## src/rtl/ars_pkg.sv

```systemverilog
package ars_pkg;
  typedef enum logic {
    RS_WIDE   = 1'b0,
    RS_NARROW = 1'b1
  } rsize_e;

  localparam int unsigned RS_LANES = 2;
endpackage

```

## src/rtl/ars_rne.sv

```systemverilog
// Round-to-nearest-even of a signed word at a fixed cut point.
// Output is one bit wider than the kept field so a carry is never lost.
module ars_rne #(
  parameter int IN_W   = 48,
  parameter int DROP_W = 8
) (
  input  logic [IN_W-1:0]        din,
  output logic [IN_W-DROP_W:0]   rounded
);
  localparam int KEEP_W = IN_W - DROP_W;
  localparam logic [DROP_W-1:0] HALF = {1'b1, {(DROP_W-1){1'b0}}};

  logic [KEEP_W-1:0] kept;
  logic [DROP_W-1:0] tail;
  logic              bump;

  always_comb begin
    kept    = din[IN_W-1:DROP_W];
    tail    = din[DROP_W-1:0];
    bump    = (tail > HALF) || ((tail == HALF) && kept[0]);
    rounded = {kept[KEEP_W-1], kept} + {{KEEP_W{1'b0}}, bump};
  end
endmodule

```

## src/rtl/ars_clamp.sv

```systemverilog
// Saturates a signed word into OUT_W bits and flags when it had to.
module ars_clamp #(
  parameter int IN_W  = 41,
  parameter int OUT_W = 32
) (
  input  logic [IN_W-1:0]  din,
  output logic [OUT_W-1:0] dout,
  output logic             ovf
);
  localparam int HEAD_W = IN_W - OUT_W + 1;

  logic [HEAD_W-1:0] head;
  logic              fits;

  always_comb begin
    head = din[IN_W-1:OUT_W-1];
    fits = (head == '0) || (&head);
    ovf  = !fits;
    dout = fits ? din[OUT_W-1:0] : {din[IN_W-1], {(OUT_W-1){~din[IN_W-1]}}};
  end
endmodule

```

## src/rtl/acc_store_rounder.sv

```systemverilog
module acc_store_rounder
  import ars_pkg::*;
#(
  parameter int ACC_W    = 48,
  parameter int GUARD_W  = 8,
  parameter int WIDE_W   = 32,
  parameter int NARROW_W = 16
) (
  input  logic              clk,
  input  logic              rst_n,
  input  logic              in_valid,
  output logic              in_ready,
  input  logic [ACC_W-1:0]  in_acc,
  input  logic              in_narrow,
  output logic              out_valid,
  input  logic              out_ready,
  output logic [WIDE_W-1:0] out_data,
  output logic              out_ovf
);
  localparam int FRAC_W      = ACC_W - GUARD_W;
  localparam int WIDE_DROP   = FRAC_W - WIDE_W;
  localparam int NARROW_DROP = FRAC_W - NARROW_W;

  logic [WIDE_W-1:0] lane_res [RS_LANES];
  logic              lane_ovf [RS_LANES];

  // One rounding/clamp lane per result size.
  for (genvar g = 0; g < RS_LANES; g++) begin : g_lane
    localparam int DROP  = (g == int'(RS_NARROW)) ? NARROW_DROP : WIDE_DROP;
    localparam int OUT_W = (g == int'(RS_NARROW)) ? NARROW_W : WIDE_W;
    localparam int RND_W = ACC_W - DROP + 1;

    logic [RND_W-1:0] rnd;
    logic [OUT_W-1:0] sat;
    logic             sat_ovf;

    ars_rne #(.IN_W(ACC_W), .DROP_W(DROP)) u_rne (
      .din     (in_acc),
      .rounded (rnd)
    );

    ars_clamp #(.IN_W(RND_W), .OUT_W(OUT_W)) u_clamp (
      .din  (rnd),
      .dout (sat),
      .ovf  (sat_ovf)
    );

    always_comb begin
      lane_res[g] = WIDE_W'($signed(sat));
      lane_ovf[g] = sat_ovf;
    end
  end

  logic   accept;
  rsize_e size_q;

  assign in_ready = !out_valid || out_ready;
  assign accept   = in_valid && in_ready;

  always_ff @(posedge clk or negedge rst_n) begin
    if (!rst_n) begin
      out_valid <= 1'b0;
      out_data  <= '0;
      out_ovf   <= 1'b0;
      size_q    <= RS_WIDE;
    end else begin
      if (accept) begin
        out_valid <= 1'b1;
        out_data  <= lane_res[in_narrow];
        out_ovf   <= lane_ovf[in_narrow];
        size_q    <= rsize_e'(in_narrow);
      end else if (out_ready) begin
        out_valid <= 1'b0;
      end
    end
  end

  // an accepted word is on the output after the next edge
  a_r9_accept_shows: assert property (@(posedge clk) disable iff (!rst_n)
    accept |=> out_valid);

  // stalled output holds its value and blocks input
  a_r10_hold: assert property (@(posedge clk) disable iff (!rst_n)
    (out_valid && !out_ready) |=> (out_valid && $stable(out_data) && $stable(out_ovf)));

  a_r10_no_take: assert property (@(posedge clk) disable iff (!rst_n)
    (out_valid && !out_ready) |-> !in_ready);

  // narrow results are sign-extended
  a_r8_sext: assert property (@(posedge clk) disable iff (!rst_n)
    (out_valid && size_q == RS_NARROW) |->
      (out_data[WIDE_W-1:NARROW_W] == {(WIDE_W-NARROW_W){out_data[NARROW_W-1]}}));

  // a clamped result is one of the extreme fractions
  a_r6_r7_clamp_value: assert property (@(posedge clk) disable iff (!rst_n)
    (out_valid && out_ovf) |->
      ((size_q == RS_NARROW)
        ? (out_data == WIDE_W'($signed({1'b0, {(NARROW_W-1){1'b1}}})) ||
           out_data == WIDE_W'($signed({1'b1, {(NARROW_W-1){1'b0}}})))
        : (out_data == {1'b0, {(WIDE_W-1){1'b1}}} ||
           out_data == {1'b1, {(WIDE_W-1){1'b0}}})));
endmodule

```

## config.mk

```make
export PLATFORM = sky130hd
export DESIGN_NAME = acc_store_rounder
export DESIGN_NICKNAME = d
export VERILOG_FILES = /design/src/rtl/ars_pkg.sv /design/src/rtl/ars_rne.sv /design/src/rtl/ars_clamp.sv /design/src/rtl/acc_store_rounder.sv
export SDC_FILE = /design/constraint.sdc
export NUM_CORES = 1
export LEC_CHECK = 0
export BUFFER_PORTS_ARGS = -buffer_cell sky130_fd_sc_hd__buf_2
export CAP_MARGIN = 20
export CORE_UTILIZATION = 61
export DETAILED_ROUTE_END_ITERATION = 8
export PLACE_DENSITY = 0.87
export SYNTH_ARGS = -nofsm -noshare
export SYNTH_HDL_FRONTEND = slang
export SYNTH_HIERARCHICAL = 1
export SYNTH_SLANG_ARGS = --single-unit
```

## constraint.sdc

```tcl
create_clock -name clk -period 2.6 [get_ports clk]
set_input_delay 0.13 -clock clk [delete_from_list [all_inputs] [get_ports clk]]
set_output_delay 0.13 -clock clk [all_outputs]
set_load 0.03 [all_outputs]
```

**Word level (Yosys, flattened, before mapping)**

Cells that the tools add are included.

- Flip-flop bits (word level): 34
- Latch bits: 0
- Memory bits (writable): 0
- Memory bits (read-only): 0
- Output and inout bits: 35
- Memories kept: 0

- Add/subtract/negate cells: 2
- Multiply operators: 0
- Divide/modulo/power cells: 0
- Order comparisons: 3
- Equality and inequality tests: 2
- Shifts and indexed selects: 0
- Multiplexer cells: 10
- Bitwise logic cells: 3
- Reductions and logical operators: 16

Operators with widths:

| cell | number |
|---|---|
| $mux W32 | 4 |
| $add A40 B2 Y41 | 1 |
| $add A24 B2 Y25 | 1 |
| $eq A24 B24 Y1 const B | 1 |
| $gt A24 B24 Y1 const B | 1 |
| $logic_not A10 Y1 | 2 |
| $reduce_and A10 Y1 | 2 |
| $mux W16 | 1 |
| $eq A8 B8 Y1 const B | 1 |
| $gt A8 B8 Y1 const B | 1 |
| $logic_or A1 B1 Y1 | 5 |
| $mux W1 | 5 |
| $logic_and A1 B1 Y1 | 3 |
| $logic_not A1 Y1 | 3 |
| $ge A2 B2 Y1 const B | 1 |
| $not A1 Y1 | 2 |
| $not A1 Y2 | 1 |
| $reduce_bool A2 Y1 | 1 |

**Longest topological paths before layout**

- Depth after elaboration: 10
- Gate-level depth with buffers: 15
- Depth with buffers taken out: 13

**By module**

Netlist, hierarchy kept.

By module, submodules not included:

| module | instances | cells an instance | area an instance (um^2) | seq. area each (um^2) |
|---|---|---|---|---|
| acc_store_rounder | 1 | 151 | 1719.1 | 850.8 |
| ars_rne at g_lane[0].u_rne | 1 | 130 | 880.8 | 0.0 |
| ars_clamp at g_lane[0].u_clamp | 1 | 121 | 678.2 | 0.0 |
| ars_rne at g_lane[1].u_rne | 1 | 69 | 510.5 | 0.0 |
| ars_clamp at g_lane[1].u_clamp | 1 | 62 | 451.7 | 0.0 |

**Least setup slack after synthesis**

OpenSTA, ideal clock, no wires.

- Path kind: in2reg
- Start: input in_acc[7]
- End: register out_data[15]
- Arrival: 2846 ps
- Setup slack: -371 ps
- Cell stages on the path: 13
- Cell sequence: and2_1 -> ha_1 -> nand3_1 -> nor4_2 -> nand3_1 -> o21a_1 -> nor4_4 -> a31o_2 -> buf_4 -> o221ai_1 -> inv_1 -> o21ai_0 -> mux2_4

- Longest elaborated chain between the ends: 10
- Elaborated cells on any way between the ends: 22
- Those cells by class: add/sub: 2; order compare: 2; eq/ne: 2; mux: 5; bitwise: 1; reduce/logical: 10

RTL lines:

| item | line | source |
|---|---|---|
| from (decl) | acc_store_rounder.sv:13 | `input logic [ACC_W-1:0] in_acc,` |
| parallel branches: the longest is 2 deep, another holds $gt A8 B8 Y1 | -- |  |
| $logic_or A1 B1 Y1 (*) | ars_rne.sv:20 | `bump = (tail > HALF) \|\| ((tail == HALF) && kept[0]);` |
| $add A40 B2 Y41 (*) | ars_rne.sv:21 | `rounded = {kept[KEEP_W-1], kept} + {{KEEP_W{1'b0}}, bump};` |
| via g_lane[0].rnd[40] | acc_store_rounder.sv:33 | `logic [RND_W-1:0] rnd;` |
| $logic_not A10 Y1 or $reduce_and A10 Y1 (tied branches) | ars_clamp.sv:17 | `fits = (head == '0) \|\| (&head);` |
| $logic_or A1 B1 Y1 | ars_clamp.sv:17 |  |
| $mux W32 (*) | ars_clamp.sv:19 | `dout = fits ? din[OUT_W-1:0] : {din[IN_W-1], {(OUT_W-1){~din[IN_W-1]}}};` |
| via g_lane[0].sat[15] | acc_store_rounder.sv:34 | `logic [OUT_W-1:0] sat;` |
| $mux W32 (not written as such) (*) (3 in a row) | acc_store_rounder.sv:69 | `out_data <= lane_res[in_narrow];` |
| to (signal assigned) | acc_store_rounder.sv:69 |  |
| to (decl) | acc_store_rounder.sv:17 | `output logic [WIDE_W-1:0] out_data,` |

Mark *: on every way through the listed nets, which the timed path passes. The select of a mux whose other input is x is not followed.
A chain may end at the register's enable or synchronous reset.

**Final worst setup path**

- Start: input in_acc[3]
- End: register out_data[0]

- Longest elaborated chain between the ends: 10
- Elaborated cells on any way between the ends: 23
- Those cells by class: add/sub: 2; order compare: 2; eq/ne: 2; mux: 5; bitwise: 2; reduce/logical: 10

RTL lines:

| item | line |
|---|---|
| parallel branches: the longest is 2 deep, another holds $gt A24 B24 Y1 | -- |
| $logic_or A1 B1 Y1 (*) | ars_rne.sv:20 |
| $add A24 B2 Y25 (*) | ars_rne.sv:21 |
| via g_lane[1].rnd[19] | acc_store_rounder.sv:33 |
| $logic_not A10 Y1 or $reduce_and A10 Y1 (tied branches) | ars_clamp.sv:17 |
| $logic_or A1 B1 Y1 (*) | ars_clamp.sv:17 |
| $mux W16 (*) | ars_clamp.sv:19 |
| via g_lane[1].sat[0] | acc_store_rounder.sv:34 |
| $mux W32 (not written as such) (*) (3 in a row) | acc_store_rounder.sv:69 |

Marked as above.

==> results.md <==
- The clock share of power is 0.230.
- The wire length per cell is 20.8 µm.
- Dividing total power by cell area gives a power density of 348 nW/µm².
- In this run the power spent charging and discharging nets is 797 µW.
- The final reports fail on setup timing.
- The worst path required time is 2.73 ns.
- The max-slew violation count is 0.
- Setup repair after global routing could not meet its margin everywhere.
- The largest net degree at the start of global routing is 36.
- For this run, the top clock speed supported by timing is 345 MHz.
- The number of CTS-inserted buffers is 5.
- After detailed routing, the number of remaining DRC violations is 0.
- Routability-driven placement finished with a final weighted congestion of 0.958.
- In the finished design, the share of the clock period the worst path needs comes to 1.12.
- The peak per-stage delay on the critical path is 0.35 ns.
- Across all setup checks in the final design, the least slack found is -0.302 ns.
- The total vias in the final route is 5112.
- At the end of the flow the core is filled with cells to 0.881.
- Registers take 851 µm².
- The buffering stage count on the worst path with inverters included is 3.
- Subtracting the final worst setup slack from the clock period gives 2.90 ns.
- Setup violations remaining at the end of the flow were counted as 26.
- For this run, the detailed router's first-pass iteration total came to 6.
- The type of the most critical hold path is in2reg.
- In this run, synthesis inferred 0 flip-flops with an integrated enable.
- The top-area cell type share of the netlist area is 0.201.
- The count of H-tree levels built during CTS is 2.
- The kind of end point of the critical path is a flop.
- At the later pin of the worst-skew pair, clock insertion delay measures 0.29 ns.
- The distinct cell type count after synthesis is 45.
- The net count after synthesis is 589.
- The area inside the core boundary is 6760 µm².
- From left edge to right edge, the die measures 85.4 µm.
- The post-synthesis sequential area ratio is 0.201.
- The average footprint of a synthesized cell is 7.96 µm².
- After filler insertion, the fill cell instance count of the layout stands at 352.
- Compared with the post-synthesis result, the final layout area differs by 40.4%.
- The flow ran to the end, but the final reports show violations.
- The initial antenna violation count is 0.
- The tool flagged a number of max-cap violations equal to 0.
- Broken down by cell family, the worst path's largest delay share belongs to simple AND/OR/NAND/NOR gates.
- For flop-to-flop paths, the worst setup slack is 1.18 ns.
- The root buffer cell is clkbuf_8.
- By area the synthesized netlist is led by dfrtp_1 (20%), nand2_1 (10%), xnor2_1 (10%).
- The proportion of layout cells with a drive suffix above 1 is 0.393.
- TritonCTS built the clock tree.
- The worst register-to-register path has a depth of 3.
- In this run the count of I/O pins placed on the die edge is 88.
- The floorplan step defined a die boundary enclosing 7290 µm².
- Clock-pin slew was measured on the worst setup and hold paths at 0.07 ns.
- The transition at the pin with the smallest max-transition slack is 0.756 ns.
- For this run, asynchronously set or reset flops after synthesis account for 1.00.
- The setup path with the least slack is of type in2reg.
- Of the total power, registers draw 0.319.
- The max-slew headroom at the worst pin is 0.496.
- The leading area contributor after synthesis is dfrtp_1.
- Of the total power, the share spent switching nets is 0.385.
- The predominant post-synthesis flop cell is dfrtp_1.
- By count the netlist is led by nand2_1 (117), xnor2_1 (49), o221ai_1 (36).
- The cell count after synthesis is 533.
- The warning count from the yosys run is 6.
- For this configuration, the core starts out at a cell density of 0.628.
- The synthesized flop and latch total is 34.
- STA classifies the critical path startpoint as an input port.
- Traced cell by cell, the critical path runs through buf_2 > nor4_1 > nand2_1 > o21a_1 > ha_2 > nand4_1 > nor4_4 > nand4_1 > xnor2_1 > nor4_2 > buf_4 > buf_4 > a31o_2 > o221ai_2 > mux2i_1 > a31oi_1.
- The internal portion of total power is 1270 µW.
- The number of global-route vias before repair was 4525.
- In this run the core area contains 30 standard-cell rows.
- The endpoint of the worst setup timing path is out_data[0]$_DFFE_PN0P_.
- Wires add up to 16.0 mm.
- Of the total power, combinational logic draws 0.451.
- The number of buffer cells added on primary ports is 87.
- The most frequently used cell type in the post-synthesis netlist is nand2_1.
- The average via count per standard cell is 6.64.
- The number of stages on the worst setup path is 16.
- The worst-path cell with the longest stage delay is nor4_4.
- The setup clock skew after layout is 0.00423 ns.
- Summed over all cells, the static leakage comes to 0.00239 µW.
- VDD sags by at most 0.215 mV.
- The final hold slack is 0.390 ns.
- The startpoint identified for the worst register-to-register timing path is out_valid$_DFFE_PN0P_.
- The multi-input combinational cell area is 3370 µm².
- The die height is 85.4 µm.
- The arrival time of the worst setup path is 3.03 ns.
- No sink is reached through more buffers than the 2 on the longest clock path.
- The post-synth design cell area is 4240 µm².
- The DRC marker count from the first detailed-route iteration is 520.
- The number of instances on the worst hold path is 2.
- The HPWL after detailed placement is 10.0 mm.
- The final hold violation count is 0.
- The post-layout net count is 745.
- The critical register-to-register path endpoint is out_data[22]$_DFFE_PN0P_.
- The remaining global-route overflow is 0.
- The number of inserted diodes is 0.
- The origin of the worst setup path is in_acc[3].
- The number of nets still failing antenna checks after routing is 0.
- The global-route wire length before repair is 22.5 mm.
- The critical-path maximum fanout is 6.
- Counting every sink on the clock net gives 34.
- In the global route stage, overall resource usage came out at 0.388.
## worst min-delay path by stage
| stage | startpoint | end | slack [ns] |
|---|---|---|---|
| floorplan | rst_n | out_data[0]$_DFFE_PN0P_ | -0.17 |
| global placement | rst_n | out_data[8]$_DFFE_PN0P_ | 0.21 |
| global route | in_valid | out_data[2]$_DFFE_PN0P_ | 0.41 |
| CTS | in_valid | out_data[14]$_DFFE_PN0P_ | 0.37 |
| finish | in_valid | out_data[14]$_DFFE_PN0P_ | 0.39 |
| detailed placement | rst_n | out_data[6]$_DFFE_PN0P_ | 0.22 |
## routing by layer
metal,vias to the layer above,track usage,routed length [µm]
li1,2289,-,-
met1,2360,0.495,6080
met2,365,0.658,7650
met3,98,0.0428,1230
met4,0,0.180,1030
met5,-,0,0
## registers in the layout, summed over array words and instances (netlist names)
| register | count |
|---|---|
| out_data | 32 |
| out_ovf | 1 |
| out_valid | 1 |
## cell families (layout without fill, tap and decap cells)
kind of cell | after synthesis | in the layout | share of synthesized area
AO/OA/AOI/OAI | 102 | 103 | 0.187
XOR/XNOR | 61 | 61 | 0.126
adder cells (fa/ha/maj) | 3 | 3 | 0.00885
buffers and inverters | 59 | 215 | 0.0729
flip-flops | 34 | 34 | 0.201
multiplexers | 33 | 33 | 0.0918
AND/OR/NAND/NOR | 241 | 241 | 0.313
## repair_timing
| item | CTS | global route |
|---|---|---|
| hold endpoints to repair | 34 | 0 |
| setup buffers | 13 | 4 |
| endpoints found under the setup margin | 32 | 32 |
| hold buffers | 1 | 0 |
| gates cloned | 1 | 2 |
| gates resized for setup | 48 | 26 |
| pin swaps | 12 | 2 |
## final cells by class
type	instances	area share
clock inverter	1	0.00504
inverter	19	0.0120
sequential	34	0.143
tap	80	0.0168
multi-input combinational	441	0.565
timing repair buffer	188	0.245
clock buffer	7	0.0128
## per-stage QoR
stage | cells | cell area (µm²) | TNS, ns | power (µW) | setup WS, ns
final | 770 | 5950 | -3.84 | 2070 | -0.302
after global routing | 770 | 5950 | -7.80 | 2150 | -0.426
after CTS | 764 | 5730 | -0.0373 | 2000 | -0.00892
after detailed placement | 741 | 5280 | -12.73 | 1480 | -0.582
after global placement | 741 | 5280 | -7.98 | 1450 | -0.420
after floorplan | 533 | 4310 | -1.30 | 1170 | -0.123
## layout by cell type (no fill, tap or decap), types with 7 or more instances in the layout
cell / count
xnor2_1: 45
nand4_1: 27
o221ai_2: 19
mux2i_1: 16
a31oi_1: 16
o221ai_1: 25
nor2_1: 13
o21ai_0: 18
xor2_1: 12
buf_6: 20
nand3_1: 24
nand2_1: 117
a21oi_1: 16
inv_1: 18
and4_1: 7
nor3_1: 7
nor4_4: 9
dfrtp_1: 34
buf_4: 85
buf_2: 69
mux2_4: 14
and3_1: 9
## power groups by stage
stage / Combinational, µW / Sequential (µW) / Clock [µW]
3_5_place_dp: 816 / 663 / 0
2_1_floorplan: 344 / 824 / 0
4_1_cts: 863 / 655 / 477
3_3_place_gp: 792 / 657 / 0
5_1_grt: 982 / 666 / 499
6_report: 934 / 661 / 476
Note: power is estimated with default switching activity, not from simulation.
